===== src/rtl/sclk_gen_pkg.sv =====
package sclk_gen_pkg;

  // Divider code field width and largest power-of-two divider exponent.
  localparam int DIV_CODE_W   = 3;
  localparam int MAX_DIV_LOG2 = 5;
  localparam int SHIFT_W      = $clog2(MAX_DIV_LOG2 + 1);

  // Divider code values; code 7 is the bypass, 5 and 6 are reserved.
  typedef enum logic [DIV_CODE_W-1:0] {
    DIV_2  = 3'd0,
    DIV_4  = 3'd1,
    DIV_8  = 3'd2,
    DIV_16 = 3'd3,
    DIV_32 = 3'd4,
    RSV_5  = 3'd5,
    RSV_6  = 3'd6,
    DIV_1  = 3'd7
  } div_code_e;

endpackage


===== src/rtl/sclk_sel_reg.sv =====
// Holds one channel's select value in decoded form: the product of
// prescale and divider ratios, plus the sticky illegal-setting flag.
module sclk_sel_reg
  import sclk_gen_pkg::*;
#(
  parameter int SEL_W   = 16,
  parameter int PRE_W   = 5,
  parameter int PRE_LSB = 8,
  parameter int DIV_LSB = 0,
  parameter int CNT_W   = PRE_W + MAX_DIV_LOG2 + 1
) (
  input  logic             clk,
  input  logic             rst,
  input  logic             wr,
  input  logic [SEL_W-1:0] wdata,
  output logic [CNT_W-1:0] n_total,
  output logic             cfg_err
);

  localparam logic [CNT_W-1:0] RST_TOTAL = CNT_W'(2);

  logic [PRE_W:0]       pre_ratio;
  div_code_e            code;
  logic                 pre_small;
  logic [SHIFT_W-1:0]   shift;
  logic                 bad;
  logic [CNT_W-1:0]     n_new;
  logic                 unused_sel_bits;

  assign pre_ratio = {1'b0, wdata[PRE_LSB +: PRE_W]} + {{PRE_W{1'b0}}, 1'b1};
  assign code      = div_code_e'(wdata[DIV_LSB +: DIV_CODE_W]);
  assign pre_small = (pre_ratio <= (PRE_W+1)'(2));
  assign unused_sel_bits = ^wdata;

  always_comb begin
    shift = '0;
    bad   = 1'b0;
    unique case (code)
      DIV_2:  shift = SHIFT_W'(1);
      DIV_4:  shift = SHIFT_W'(2);
      DIV_8:  shift = SHIFT_W'(3);
      DIV_16: shift = SHIFT_W'(4);
      DIV_32: shift = SHIFT_W'(5);
      RSV_5, RSV_6: begin
        shift = SHIFT_W'(MAX_DIV_LOG2);
        bad   = 1'b1;
      end
      DIV_1: begin
        shift = pre_small ? SHIFT_W'(0) : SHIFT_W'(1);
        bad   = !pre_small;
      end
    endcase
  end

  assign n_new = CNT_W'(pre_ratio) << shift;

  always_ff @(posedge clk) begin
    if (rst) begin
      n_total <= RST_TOTAL;
      cfg_err <= 1'b0;
    end else if (wr) begin
      n_total <= n_new;
      if (bad) cfg_err <= 1'b1;
    end
  end

endmodule


===== src/rtl/sclk_phase_core.sv =====
// Period counter and registered clock/tick outputs for one channel.
// The period length is taken from n_cfg only when a period starts.
module sclk_phase_core #(
  parameter int CNT_W = 11
) (
  input  logic             clk,
  input  logic             rst,
  input  logic             run_en,
  input  logic             idle_hi,
  input  logic [CNT_W-1:0] n_cfg,
  output logic             sclk,
  output logic             bit_tick
);

  logic             running;
  logic [CNT_W-1:0] cnt;
  logic [CNT_W-1:0] n_cur;

  logic             restart;
  logic [CNT_W-1:0] nxt_cnt;
  logic [CNT_W-1:0] nxt_n;
  logic [CNT_W:0]   half_sum;
  logic [CNT_W-1:0] nxt_half;

  assign restart  = !running || (cnt == n_cur - CNT_W'(1));
  assign nxt_n    = restart ? n_cfg : n_cur;
  assign nxt_cnt  = restart ? '0 : cnt + CNT_W'(1);
  assign half_sum = {1'b0, nxt_n} + (CNT_W+1)'(1);
  assign nxt_half = half_sum[CNT_W:1];

  always_ff @(posedge clk) begin
    if (rst) begin
      running  <= 1'b0;
      cnt      <= '0;
      n_cur    <= CNT_W'(2);
      sclk     <= 1'b0;
      bit_tick <= 1'b0;
    end else if (!run_en) begin
      running  <= 1'b0;
      cnt      <= '0;
      sclk     <= idle_hi;
      bit_tick <= 1'b0;
    end else begin
      running  <= 1'b1;
      cnt      <= nxt_cnt;
      n_cur    <= nxt_n;
      sclk     <= idle_hi ^ (nxt_cnt < nxt_half);
      bit_tick <= (nxt_cnt == nxt_n - CNT_W'(1));
    end
  end

endmodule


===== src/rtl/sclk_prescale_gen.sv =====
// Multi-channel prescaled bit-clock generator; channel 0 transmit,
// channel 1 receive by convention.
module sclk_prescale_gen
  import sclk_gen_pkg::*;
#(
  parameter int NCH     = 2,
  parameter int SEL_W   = 16,
  parameter int PRE_W   = 5,
  parameter int PRE_LSB = 8,
  parameter int DIV_LSB = 0
) (
  input  logic             clk,
  input  logic             rst,
  input  logic [NCH-1:0]   sel_wr,
  input  logic [SEL_W-1:0] sel_wdata,
  input  logic [NCH-1:0]   run_en,
  input  logic [NCH-1:0]   idle_hi,
  output logic [NCH-1:0]   sclk,
  output logic [NCH-1:0]   bit_tick,
  output logic [NCH-1:0]   cfg_err
);

  localparam int CNT_W = PRE_W + MAX_DIV_LOG2 + 1;

  for (genvar ch = 0; ch < NCH; ch++) begin : g_ch
    logic [CNT_W-1:0] n_total;

    sclk_sel_reg #(
      .SEL_W  (SEL_W),
      .PRE_W  (PRE_W),
      .PRE_LSB(PRE_LSB),
      .DIV_LSB(DIV_LSB),
      .CNT_W  (CNT_W)
    ) u_sel (
      .clk    (clk),
      .rst    (rst),
      .wr     (sel_wr[ch]),
      .wdata  (sel_wdata),
      .n_total(n_total),
      .cfg_err(cfg_err[ch])
    );

    sclk_phase_core #(
      .CNT_W(CNT_W)
    ) u_core (
      .clk     (clk),
      .rst     (rst),
      .run_en  (run_en[ch]),
      .idle_hi (idle_hi[ch]),
      .n_cfg   (n_total),
      .sclk    (sclk[ch]),
      .bit_tick(bit_tick[ch])
    );
  end

endmodule


===== config.mk =====
export PLATFORM = sky130hd
export DESIGN_NAME = sclk_prescale_gen
export DESIGN_NICKNAME = d
export VERILOG_FILES = /design/src/rtl/sclk_gen_pkg.sv /design/src/rtl/sclk_sel_reg.sv /design/src/rtl/sclk_phase_core.sv /design/src/rtl/sclk_prescale_gen.sv
export SDC_FILE = /design/constraint.sdc
export NUM_CORES = 1
export LEC_CHECK = 0
export BUFFER_PORTS_ARGS = -buffer_cell sky130_fd_sc_hd__buf_4
export CORE_MARGIN = 2
export CORE_UTILIZATION = 45
export CTS_CLUSTER_SIZE = 10
export DETAILED_ROUTE_END_ITERATION = 8
export REMOVE_ABC_BUFFERS = 1
export SLEW_MARGIN = 20
export SYNTH_ARGS = -nofsm -noshare
export SYNTH_HDL_FRONTEND = slang
export SYNTH_SLANG_ARGS = --single-unit

===== constraint.sdc =====
create_clock -name clk -period 10.8 [get_ports clk]
set_clock_uncertainty 0.05 [all_clocks]
set_input_delay 1.62 -clock clk [delete_from_list [all_inputs] [get_ports clk]]
set_output_delay 1.62 -clock clk [all_outputs]
set_load 0.03 [all_outputs]

# After elaboration in Yosys (flattened, before gate mapping)
# Cells that the tools add are included.
# word_totals
in_bits	24
wordCells	65
regBits	74
# op_classes
muxes	11
n_addsub	9
shifts	1
magnitude_cmp	3
bitwise_logic	4
n_eq_ne	11
n_reduce_logical	12
# op_table
operator	n
$eq A11 B11 Y1	4
$mux W11	4
$sub A11 B1 Y11 const B	4
$add A11 B1 Y12 const B	2
$add A11 B1 Y11 const B	2
$lt A11 B11 Y1	2
$pmux W3 S6	1
$eq A3 B3 Y1 const B	4
$shl A6 B3 Y11	1
$add A5 B1 Y6 const B	1
$eq A3 B2 Y1 const B	2
$le A6 B2 Y1 const B	1
$reduce_or A2 Y1	3
$mux W1	5
$reduce_and A2 Y1	2
$eq A3 B1 Y1 const B	1
$logic_not A1 Y1	3
$logic_not A3 Y1	1
$reduce_or A3 Y1	1
$logic_or A1 B1 Y1	2
$not A1 Y1	2
$pmux W1 S2	1
$xor A1 B1 Y1	2

# Depth between registers and ports, before layout
# Gate-level depths: netlist (run 1).
# logic_depth
depth_word	8
mapped_depth	28
mapped_depth_nobuf	24

# Cells and area by module
# From an unflattened synthesis (run 1), not the netlist that was laid out.
# hier_totals
hier_cells	910
hier_area_um2	6925.4
# by_module_without_submodules
module	area_each_um2	cells_per_inst	instances
sclk_phase_core (g_ch[1].u_core)	2636.3	355	1
sclk_phase_core (g_ch[0].u_core)	2494.9	335	1
sclk_sel_reg	897.1	110	2

# Worst setup path before layout (run 1)
# OpenSTA, ideal clock, no wires.
# synth_timing
path_kind	register -> register
startpoint	reg g_ch[0].u_core.n_cur[0]
endpoint	reg g_ch[0].u_core.sclk
period_less_slack_ps	5450
path_stages_with_launch	29
setup_slack_ps	5350
setup_time_ps	121
required_ps	10629
arrival_time_ps	5279
n_path_buf	4
cell_sequence	dfxtp_1 buf_6 inv_1 ha_1 or4b_1 buf_2 o31ai_1 o211ai_1 or4b_4 o21ai_4 buf_6 buf_6 nor2_1 a21oi_1 inv_1 ha_1 nand3_1 xnor2_1 mux2i_1 ha_1 a21o_1 a21o_1 a21o_1 a21o_1 a21o_1 a21o_1 a221oi_1 o21ai_1 mux2_2
# synth_via
elab_chain_len	8
# synth_rtl
item	line_no	rtl
start: declaration	sclk_phase_core.sv:17	logic [CNT_W-1:0] n_cur;
start signal: assignment	sclk_phase_core.sv:46	n_cur <= nxt_n;
$sub A11 B1 Y11	sclk_phase_core.sv:25	assign restart = !running || (cnt == n_cur - CNT_W'(1));
$eq A11 B11 Y1	sclk_phase_core.sv:25	
$logic_or A1 B1 Y1	sclk_phase_core.sv:25	
$mux W11 *	sclk_phase_core.sv:26	assign nxt_n = restart ? n_cfg : n_cur;
named net g_ch[0].u_core.nxt_n[0]	sclk_phase_core.sv:21	logic [CNT_W-1:0] nxt_n;
$add A11 B1 Y12 *	sclk_phase_core.sv:28	assign half_sum = {1'b0, nxt_n} + (CNT_W+1)'(1);
$lt A11 B11 Y1 *	sclk_phase_core.sv:47	sclk <= idle_hi ^ (nxt_cnt < nxt_half);
$xor A1 B1 Y1 *	sclk_phase_core.sv:47	
$mux W1 *	sclk_phase_core.sv:38	end else if (!run_en) begin
end signal: assignment	sclk_phase_core.sv:41	sclk <= idle_hi;
end signal: assignment	sclk_phase_core.sv:47	
end: declaration	sclk_phase_core.sv:11	output logic sclk,
# The timed path passes the listed nets; every way through them passes the cells marked *.
# A chain may end at the register's enable or synchronous reset.

# Worst setup path after layout (run 1)
# layout_timing
startpoint	reg g_ch[0].u_core.n_cur[0]
endpoint	reg g_ch[0].u_core.sclk
# layout_via
elab_chain_len	8
# layout_rtl
item	line_no
$sub A11 B1 Y11	sclk_phase_core.sv:25
$eq A11 B11 Y1	sclk_phase_core.sv:25
$logic_or A1 B1 Y1	sclk_phase_core.sv:25
$mux W11	sclk_phase_core.sv:26
$add A11 B1 Y12	sclk_phase_core.sv:28
$lt A11 B11 Y1 *	sclk_phase_core.sv:47
$xor A1 B1 Y1 *	sclk_phase_core.sv:47
$mux W1 *	sclk_phase_core.sv:38
# Mark *: on every way between the ends. The rest lies on a longest branch, timed or not.

==> results of run 1 <==
layout by cell type, fill, tap and decap left out, types with 7 or more instances in the layout:
cell type	n
nor2_1	115
dfxtp_1	74
xnor2_1	64
nand2_1	57
mux2i_1	56
nand3_1	46
xor2_1	39
a21oi_1	33
ha_1	30
buf_4	23
inv_1	22
nand4_1	17
o21ai_0	16
nor3_1	13
a211oi_1	13
nand2b_1	11
o211ai_1	10
or3_1	9
nor4_1	9
a21o_1	9
clkbuf_16	9
mux2_2	8
nand3b_1	7
nor2b_1	7
Yosys cell counts, types with 7 or more instances:
| master | instances | share of area, % |
|---|---|---|
| nand2_1 | 57 | 3.3 |
| xor2_1 | 39 | 5.3 |
| a211oi_1 | 13 | 1.5 |
| mux2i_1 | 56 | 8.7 |
| o21ai_0 | 16 | 1.2 |
| nor4_1 | 9 | 0.88 |
| nor2_1 | 115 | 6.7 |
| or3_1 | 9 | 0.88 |
| nand4_1 | 17 | 1.7 |
| clkbuf_1 | 42 | 2.5 |
| o211ai_1 | 10 | 1.2 |
| nand2b_1 | 11 | 1.1 |
| nand3b_1 | 7 | 0.82 |
| nand3_1 | 46 | 3.6 |
| buf_4 | 9 | 1.1 |
| ha_1 | 30 | 5.9 |
| a21o_1 | 9 | 1.1 |
| mux2_2 | 8 | 1.4 |
| nor2b_1 | 7 | 0.68 |
| buf_2 | 8 | 0.62 |
| xnor2_1 | 64 | 8.7 |
| dfxtp_1 | 74 | 23 |
| nor3_1 | 13 | 1.0 |
| a21oi_1 | 33 | 2.6 |
| inv_1 | 22 | 1.3 |
routing by layer:
layer	vias to the layer above	wire (um)	GRT usage, %
li1	2811	-	-
met1	2652	7950	32.0
met2	118	7160	34.0
met3	20	649	3.00
met4	0	250	7.67
met5	-	0	0
area by class of cell:
| class | instances | area [sq um] |
|---|---|---|
| tap | 180 | 225 |
| fill | 1366 | 7120 |
| timing repair buffer | 23 | 173 |
| clock buffer | 9 | 225 |
| inverter | 22 | 82.6 |
| multi-input combinational | 657 | 4510 |
| clock inverter | 6 | 67.6 |
| sequential | 74 | 1480 |
flip-flops by register name, indices dropped and copies added, names as in the netlist:
| name | count |
|---|---|
| g_ch.u_core.sclk | 2 |
| g_ch.u_core.cnt | 22 |
| g_ch.u_core.running | 2 |
| g_ch.u_sel.cfg_err | 2 |
| g_ch.u_core.bit_tick | 2 |
| g_ch.u_sel.n_total | 22 |
| g_ch.u_core.n_cur | 22 |
where the power goes:
part,total [mW],switching (mW),internal [mW]
clock network,0.306,0.128,0.178
logic,0.171,0.0986,0.0729
registers,0.305,0.0212,0.283
per-stage QoR:
stage / cell area, sq um / utilization (%)
after detailed placement: 6470 / 46.6
after global placement: 6470 / 46.6
after global routing: 6760 / 48.7
after floorplan: 6070 / -
final: 6760 / 48.7
after CTS: 6760 / 48.7
cells by family after synthesis:
family                   count (synthesis)  share of synthesized area, %
AND/OR/NAND/NOR                        333                          26.1
flip-flops                              74                          23.1
XOR/XNOR                               105                          14.8
multiplexers                            64                          10.2
buffers and inverters                   89                          6.60
AO/OA/AOI/OAI                          125                          13.4
adder cells (fa/ha/maj)                 30                          5.86
worst max-delay path by stage:
stage	start	to	slack (ps)	depth (start not counted)
2_1_floorplan	g_ch[0].u_core.n_cur[0]	g_ch[0].u_core.sclk	4730	21
3_3_place_gp	g_ch[0].u_core.n_cur[0]	g_ch[0].u_core.sclk	4680	22
3_5_place_dp	g_ch[0].u_core.n_cur[0]	g_ch[0].u_core.sclk	4590	22
4_1_cts	g_ch[0].u_core.n_cur[0]	g_ch[0].u_core.sclk	4580	22
5_1_grt	g_ch[0].u_core.n_cur[0]	g_ch[0].u_core.sclk	4240	22
6_report	g_ch[0].u_core.n_cur[0]	g_ch[0].u_core.sclk	4540	22
critical path: stages (launching register included):
cell and delay, ps:
dfxtp_1 380, inv_1 100, ha_1 250, or4b_1 580
o31ai_1 310, o211ai_1 130, or4b_4 590, o21ai_4 150
buf_4 550, mux2_2 440, or3_1 310, a21oi_1 160
a21oi_1 60, ha_1 330, a21o_1 180, a21o_1 170
a21o_1 170, a21o_1 170, a21o_1 170, a21o_1 170
a221oi_1 270, o21ai_1 150, mux2_2 280
==> run summary, run 1 <==
Status: complete, no violations
Worst Max-Slew Pin Slew: 866 ps
Max frequency: 160 MHz
Via-to-Cell Ratio: 5.77
Via Count: 5601
NumNets Final: 841
Reg-to-Reg End: g_ch[0].u_core.sclk
Rel. slew slack: 41.8%
Fin. Hold Viols: 0
Ant. Diodes: 0
Initial antenna violation count: 0
CP Data Arrival Time: 6450 ps
Dominant synthesized flop cell: dfxtp_1
Setup repair bufs after CTS: 0
CP Launch Type: register
Post-DP HPWL: 12100 um
Pwr Total: 782 uW
Share of post-route cells with drive strength above 1: 7.59%
RSZ-0062 raised after global routing: false
Worst-path fanout max: 60
Hold Path Depth: 2
Remaining DRCs: 0
Row cnt: 43
IR drop worst, VDD: 0.0000723 V
Fin Hold WS: 433 ps
GP Congestion: 0.864
Post-Synthesis Cell Area: 0.00641 sq mm
Max cap viols: 0
Synth-to-layout area growth: 5.47%
DP Worst Slack: 4590 ps
Fin crit share: 58.0%
Clock slew at reported path FFs: 60 ps
Leak Pwr: 2.73 nW
Critical Path RT: 10990 ps
Starting Density: 46.2%
Die width: 123 um
Reg2reg start: g_ch[0].u_core.n_cur[0]
Final setup TNS: 0 ps
First-pass GRT wire length: 26700 um
Min-delay worst type: reg2reg
GR Overflow Total: 0
Sequential area share after synthesis: 23.1%
Final WS setup: 4540 ps
Non-filler cells, final: 971
# IOs: 30
PostCTS Resize Cnt: 0
Die H: 123 um
CTS root buf: clkbuf_16
Power Dens Cells: 116 mW/mm^2
TritonCTS buffer count: 9
Synth Register Bits: 74
Full die area: 0.0152 sq mm
Synth Area per Inst: 7.82 sq um
Clk buf depth: 2
Port-buffer cells: 21
Drt first pass iters: 4
Reg2Reg Depth: 22
Worst setup path category: reg2reg
R2R setup slack: 4540 ps
Distinct cell type count after synthesis: 69
Post-CTS Hold Buffers: 0
Htree depth: 3
Core Area: 0.0139 sq mm
Vias in the first global route: 5267
Post-route ant nets: 0
Final slew viol count: 0
Minimum clock period: 6260 ps
Skew-Pair Late Insertion Delay: 350 ps
DP Cell Count: 956
WHS Endpoint: g_ch[1].u_sel.cfg_err
Ys Warns: 0
Number of synthesized flops with an enable pin: 0
Clock Sink Count: 74
CP Capture Type: register
All-layer global routing usage: 22.3%
Initial DRC Count: 348
TritonCTS clock tree: built
Min-delay src: g_ch[1].u_sel.cfg_err
Final wirelength: 16000 um
Endpoints failing setup: 0
Routed wire per std cell: 16.5 um
Synthesized instance count: 820
Asr flop ratio synth: 0%
Largest net degree at the start of global routing: 61
Note: power is estimated with default switching activity, not from simulation.
==> run 2, diff against run 1 <==
==> constraint.sdc (replaced) <==
create_clock -name clk -period 5.5 [get_ports clk]
set_clock_uncertainty 0.05 [all_clocks]
set_input_delay 0.825 -clock clk [delete_from_list [all_inputs] [get_ports clk]]
set_output_delay 0.825 -clock clk [all_outputs]
set_load 0.03 [all_outputs]
==> run 2 against run 1 <==
Via count is 3.5% higher; maximum frequency is 18% higher; count of clock-buffer cells in the layout stayed put; highest routed layer unchanged; routed wire length is 7.3% higher; flip-flop and latch count stayed put; first-iteration DRC count is 20% higher; final area is 4.4% higher; critical path depth is 3 lower; combinational power is 120% higher; worst hold slack worse by 6.5 ps.
==> run summary, run 2 (same netlist as run 1, synthesis figures left out) <==
Row cnt: 43
Clock slew at reported path FFs: 70 ps
NumNets Final: 868
RSZ-0062 raised after global routing: false
CP max-delay cell: or4_4
Post-DP HPWL: 13000 um
Max frequency: 189 MHz
Htree depth: 3
Fin crit share: 96.2%
IR drop worst, VDD: 0.000166 V
Min-delay src: g_ch[1].u_sel.cfg_err
Worst setup path category: reg2reg
Routed wire per std cell: 17.2 um
Skew-Pair Late Insertion Delay: 360 ps
Critical Path RT: 5690 ps
Drt first pass iters: 4
DP Cell Count: 980
First-pass GRT wire length: 27900 um
Fin Hold WS: 427 ps
Die H: 123 um
Worst-path fanout max: 4
Port-buffer cells: 21
Critical Path Source: g_ch[0].u_core.n_cur[5]
Post-CTS Hold Buffers: 0
Most frequent cells in the layout: nor2_1, dfxtp_1, xnor2_1
Met3 WL post-DR: 765 um
Initial antenna violation count: 0
Ant. Diodes: 0
CTS root buf: clkbuf_16
CP Launch Type: register
CP Data Arrival Time: 5480 ps
Reg-to-Reg End: g_ch[0].u_core.sclk
R2R setup slack: 210 ps
Post-route ant nets: 0
Max cap viols: 0
Final slew viol count: 0
Die width: 123 um
Core Area: 0.0139 sq mm
Clock Sink Count: 74
DP Area: 0.00665 sq mm
Final setup TNS: 0 ps
Pwr Total: 1.59 mW
Via-to-Cell Ratio: 5.80
Final Cell Area: 0.00706 sq mm
Final WS setup: 207 ps
Minimum clock period: 5290 ps
Rel. slew slack: 42.1%
Min-delay worst type: reg2reg
DP Worst Slack: -16.4 ps
Worst path cell trace: or4_4 > or3_4 > xnor2_1 > or4b_4 > o21ai_4 > mux2_4 > or3_4 > a21oi_2 > a21oi_1 > ha_1 > a21o_1 > a21o_1 > a21o_1 > a21o_1 > a21o_1 > a21o_1 > a221oi_1 > o21ai_1 > mux2_2
Largest net degree at the start of global routing: 49
Vias in the first global route: 5406
Reg2reg start: g_ch[0].u_core.n_cur[5]
Most used cell along the critical path: a21o_1
Initial DRC Count: 417
Synth-to-layout area growth: 10.1%
Non-filler cells, final: 999
CP Capture Type: register
Utilization after layout: 50.8%
Reg2Reg Depth: 19
TritonCTS clock tree: built
Share of post-route cells with drive strength above 1: 12.9%
Top sig layer: met4
Endpoints failing setup: 0
Full die area: 0.0152 sq mm
Fin. Hold Viols: 0
Metal-1 WL: 8410 um
All-layer global routing usage: 23.5%
TritonCTS buffer count: 9
Hold Path Depth: 2
Clk buf depth: 2
Via Count: 5799
Worst Max-Slew Pin Slew: 863 ps
Top Registers: g_ch.u_core.cnt: 22 flops, g_ch.u_core.n_cur: 22 flops, g_ch.u_sel.n_total: 22 flops
GP Congestion: 0.870
Remaining DRCs: 0
GR Overflow Total: 0
Power Dens Cells: 226 mW/mm^2
WHS Endpoint: g_ch[1].u_sel.cfg_err
Status: complete, no violations
Final wirelength: 17200 um
Starting Density: 46.2%
Most common cell after layout, fill and taps aside: nor2_1
# IOs: 30
Leak Pwr: 2.89 nW
Metal2 WL: 7730 um
Peak per-stage delay on the critical path: 570 ps
run 2: cell types whose count changed in the layout (fill, tap and decap cells not counted), sizes merged:
cell | before | now
buf | 23 | 50
clkinv | 2 | 1
clkinvlp | 2 | 1
inv | 23 | 26
run 2: area by class of cell:
type	instances	area [sq um]
well taps	180	225
fillers	1366	6820
clock inverters	7	83.8
clock buffers	9	225
multi-input cells	657	4570
inverters	22	82.6
repair buffers	50	383
flip-flops and latches	74	1490
run 2: repair_timing:
| action | in CTS | in global routing |
|---|---|---|
| setup buffers | 0 | 3 |
| resized for setup | 1 | 23 |
| setup endpoints to repair | 1 | 2 |
| pin swaps | 0 | 4 |
run 2: metal layers:
layer | track usage [%] | vias up
met5 | 0 | -
met4 | 8.24 | 0
met3 | 2.77 | 20
met2 | 36.7 | 138
met1 | 33.2 | 2783
li1 | - | 2858
run 2: worst max-delay path by stage:
| stage | end | slack (ps) | depth (start not counted) |
|---|---|---|---|
| after floorplan | g_ch[0].u_core.sclk | -570 | 21 |
| after global placement | g_ch[0].u_core.sclk | 110 | 24 |
| after detailed placement | g_ch[0].u_core.sclk | -20 | 25 |
| after CTS | g_ch[0].u_core.sclk | 1 | 25 |
| after global routing | g_ch[0].u_core.sclk | 6 | 21 |
| final | g_ch[0].u_core.sclk | 210 | 19 |
run 2: report_power, final:
part	leakage, nW	internal (mW)	switching, mW
registers	0.604	0.556	0.0343
clock network	0.149	0.360	0.272
logic	2.14	0.158	0.212
run 2: critical path, delay by kind of cell, from the launching register on:
family / cells / cell delay [ps]
compound gates: 11 / 1850
xor+xnor: 1 / 130
fa+ha+maj: 1 / 330
flops: 1 / 320
mux: 2 / 620
simple gates: 4 / 1860
==> run 3, diff against run 2 <==
--- a/config.mk
+++ b/config.mk
@@ -8,8 +8,11 @@
 export BUFFER_PORTS_ARGS = -buffer_cell sky130_fd_sc_hd__buf_4
 export CORE_MARGIN = 2
 export CORE_UTILIZATION = 45
+export CTS_BUF_LIST = sky130_fd_sc_hd__clkbuf_4
 export CTS_CLUSTER_SIZE = 10
 export DETAILED_ROUTE_END_ITERATION = 8
+export GPL_ROUTABILITY_DRIVEN = 1
+export HOLD_SLACK_MARGIN = 0.02
 export REMOVE_ABC_BUFFERS = 1
 export SLEW_MARGIN = 20
 export SYNTH_ARGS = -nofsm -noshare
==> run 3 against run 2 <==
Count of clock-buffer cells in the layout did not move; clock power fell by 38%; power fell by 15%; largest power group is now registers; combinational power barely moved; critical path depth did not move; routed wire length fell by 0.95%; cell count rose by 0.10%; largest cell class unchanged; worst hold slack improved by 17 ps; register-to-register slack barely moved; utilization fell by 1.1 points; worst setup slack got worse by 8.9 ps; sequential power barely moved.
==> run summary, run 3 (same netlist as run 1, synthesis figures left out) <==
Share of post-route cells with drive strength above 1: 12.9%
RSZ-0062 raised after global routing: false
Worst setup path category: reg2reg
Register area: 0.00149 sq mm
Post-route ant nets: 0
Reg2reg start: g_ch[0].u_core.n_cur[6]
Worst-path fanout max: 4
Critical Path RT: 5820 ps
Synth-to-layout area growth: 7.69%
Min-delay worst type: reg2reg
Max cap viols: 0
Fin crit share: 96.4%
Routed wire per std cell: 17.0 um
Clock slew at reported path FFs: 170 ps
IR drop worst, VDD: 0.000181 V
Core Area: 0.0139 sq mm
NumNets Final: 868
Metal2 WL: 7670 um
Clk buf depth: 2
Post-DP HPWL: 13000 um
CP Launch Type: register
First-pass GRT wire length: 27600 um
Die H: 123 um
Top Registers: g_ch.u_core.cnt: 22 flops, g_ch.u_core.n_cur: 22 flops, g_ch.u_sel.n_total: 22 flops
Starting Density: 46.2%
Initial DRC Count: 424
Initial antenna violation count: 1
Status: complete, no violations
Via-to-Cell Ratio: 5.78
Clock Sink Count: 74
GR Overflow Total: 0
Rel. slew slack: 41.7%
Leak Pwr: 2.82 nW
Final WS setup: 198 ps
Most used cell along the critical path: a21o_1
GP Congestion: 0.870
Fin. Hold Viols: 0
WHS Endpoint: g_ch[1].u_sel.cfg_err
Reg-to-Reg End: g_ch[0].u_core.sclk
CP Capture Type: register
Power Dens Cells: 195 mW/mm^2
Metal-1 WL: 8300 um
Max frequency: 189 MHz
Htree depth: 3
Multi-input logic area: 0.00457 sq mm
Fill cells: 1386
R2R setup slack: 200 ps
Fin Hold WS: 444 ps
Pwr Total: 1.35 mW
All-layer global routing usage: 23.2%
Port-buffer cells: 21
Final wirelength: 17000 um
Via Count: 5778
Met3 WL post-DR: 733 um
Reg2Reg Depth: 19
Min-delay src: g_ch[1].u_sel.cfg_err
Full die area: 0.0152 sq mm
TritonCTS clock tree: built
Most common cell after layout, fill and taps aside: nor2_1
Vias in the first global route: 5403
# IOs: 30
Top sig layer: met4
CP max-delay cell: or4b_4
Hold Path Depth: 2
Skew-Pair Late Insertion Delay: 490 ps
Endpoints failing setup: 0
Most frequent cells in the layout: nor2_1, dfxtp_1, xnor2_1
Final slew viol count: 0
Worst path cell trace: or4_4 > or3_4 > xnor2_1 > or4b_4 > o21ai_4 > mux2_4 > or3_4 > a21oi_2 > a21oi_1 > ha_1 > a21o_1 > a21o_1 > a21o_1 > a21o_1 > a21o_1 > a21o_1 > a221oi_1 > o21ai_1 > mux2_2
Die width: 123 um
Largest net degree at the start of global routing: 49
Row cnt: 43
CTS root buf: clkbuf_4
Worst Max-Slew Pin Slew: 868 ps
Peak per-stage delay on the critical path: 560 ps
TritonCTS buffer count: 9
CP Data Arrival Time: 5620 ps
DP Worst Slack: -16.4 ps
Minimum clock period: 5300 ps
Remaining DRCs: 0
Drt first pass iters: 5
## run 3: changes by cell type in the layout (fill, tap and decap cells not counted)
cell,change
clkbuf_16,-9
clkbuf_4,+9
diode_2,+1
## run 3: how the worst max path moves through the flow
stage | slack [ps] | depth (start not counted) | from | to
5_1_grt | 4 | 21 | g_ch[0].u_core.n_cur[1] | g_ch[0].u_core.sclk
6_report | 200 | 19 | g_ch[0].u_core.n_cur[6] | g_ch[0].u_core.sclk
3_5_place_dp | -20 | 25 | g_ch[0].u_core.n_cur[1] | g_ch[0].u_core.sclk
3_3_place_gp | 110 | 24 | g_ch[0].u_core.n_cur[1] | g_ch[0].u_core.sclk
4_1_cts | 9 | 25 | g_ch[0].u_core.n_cur[1] | g_ch[0].u_core.sclk
2_1_floorplan | -570 | 21 | g_ch[0].u_core.n_cur[0] | g_ch[0].u_core.sclk
## run 3: timing repair
action,in CTS,in global routing
setup endpoints to repair,1,2
resized for setup,1,23
cloned,0,0
setup buffers,0,3
pin swaps,1,6
hold buffers,0,0
## run 3: final cells by class
cell class	instances	share of cell area (%)
Clock buffer	9	0.979
Clock inverter	7	1.21
Tap cell	180	3.26
Antenna cell	1	0.0363
Inverter	22	1.20
Sequential cell	74	21.6
Timing Repair Buffer	50	5.55
Multi-Input combinational cell	657	66.2
## run 3: worst max-delay path, delay by kind of cell, from the launching register on
kind | cells | cell delay, ps
xor gates and xnor gates | 1 | 130
muxes | 2 | 620
AOI/OAI and AO/OA | 11 | 1860
and+or+nand+nor | 4 | 1830
DFF | 1 | 340
adders and majority gates | 1 | 330
## run 3: stage by stage
stage	instances	instance area [sq um]	util, %	TNS (ps)
floorplan	753	6070	-	-571
global placement	980	6650	47.9	0
detailed placement	980	6650	47.9	-16.4
CTS	996	6800	49.0	0
global route	1000	6900	49.7	0
finish	1000	6900	49.7	0
## run 3: layer usage
metal	GRT usage, %	up-vias
li1	-	2858
met1	32.9	2757
met2	36.4	137
met3	2.58	26
met4	8.31	0
met5	0	-
## run 3: power breakdown
part           leakage (nW)  internal, mW  switching (mW)
registers             0.604         0.557          0.0343
clock network        0.0795         0.147           0.243
logic                  2.14         0.158           0.210
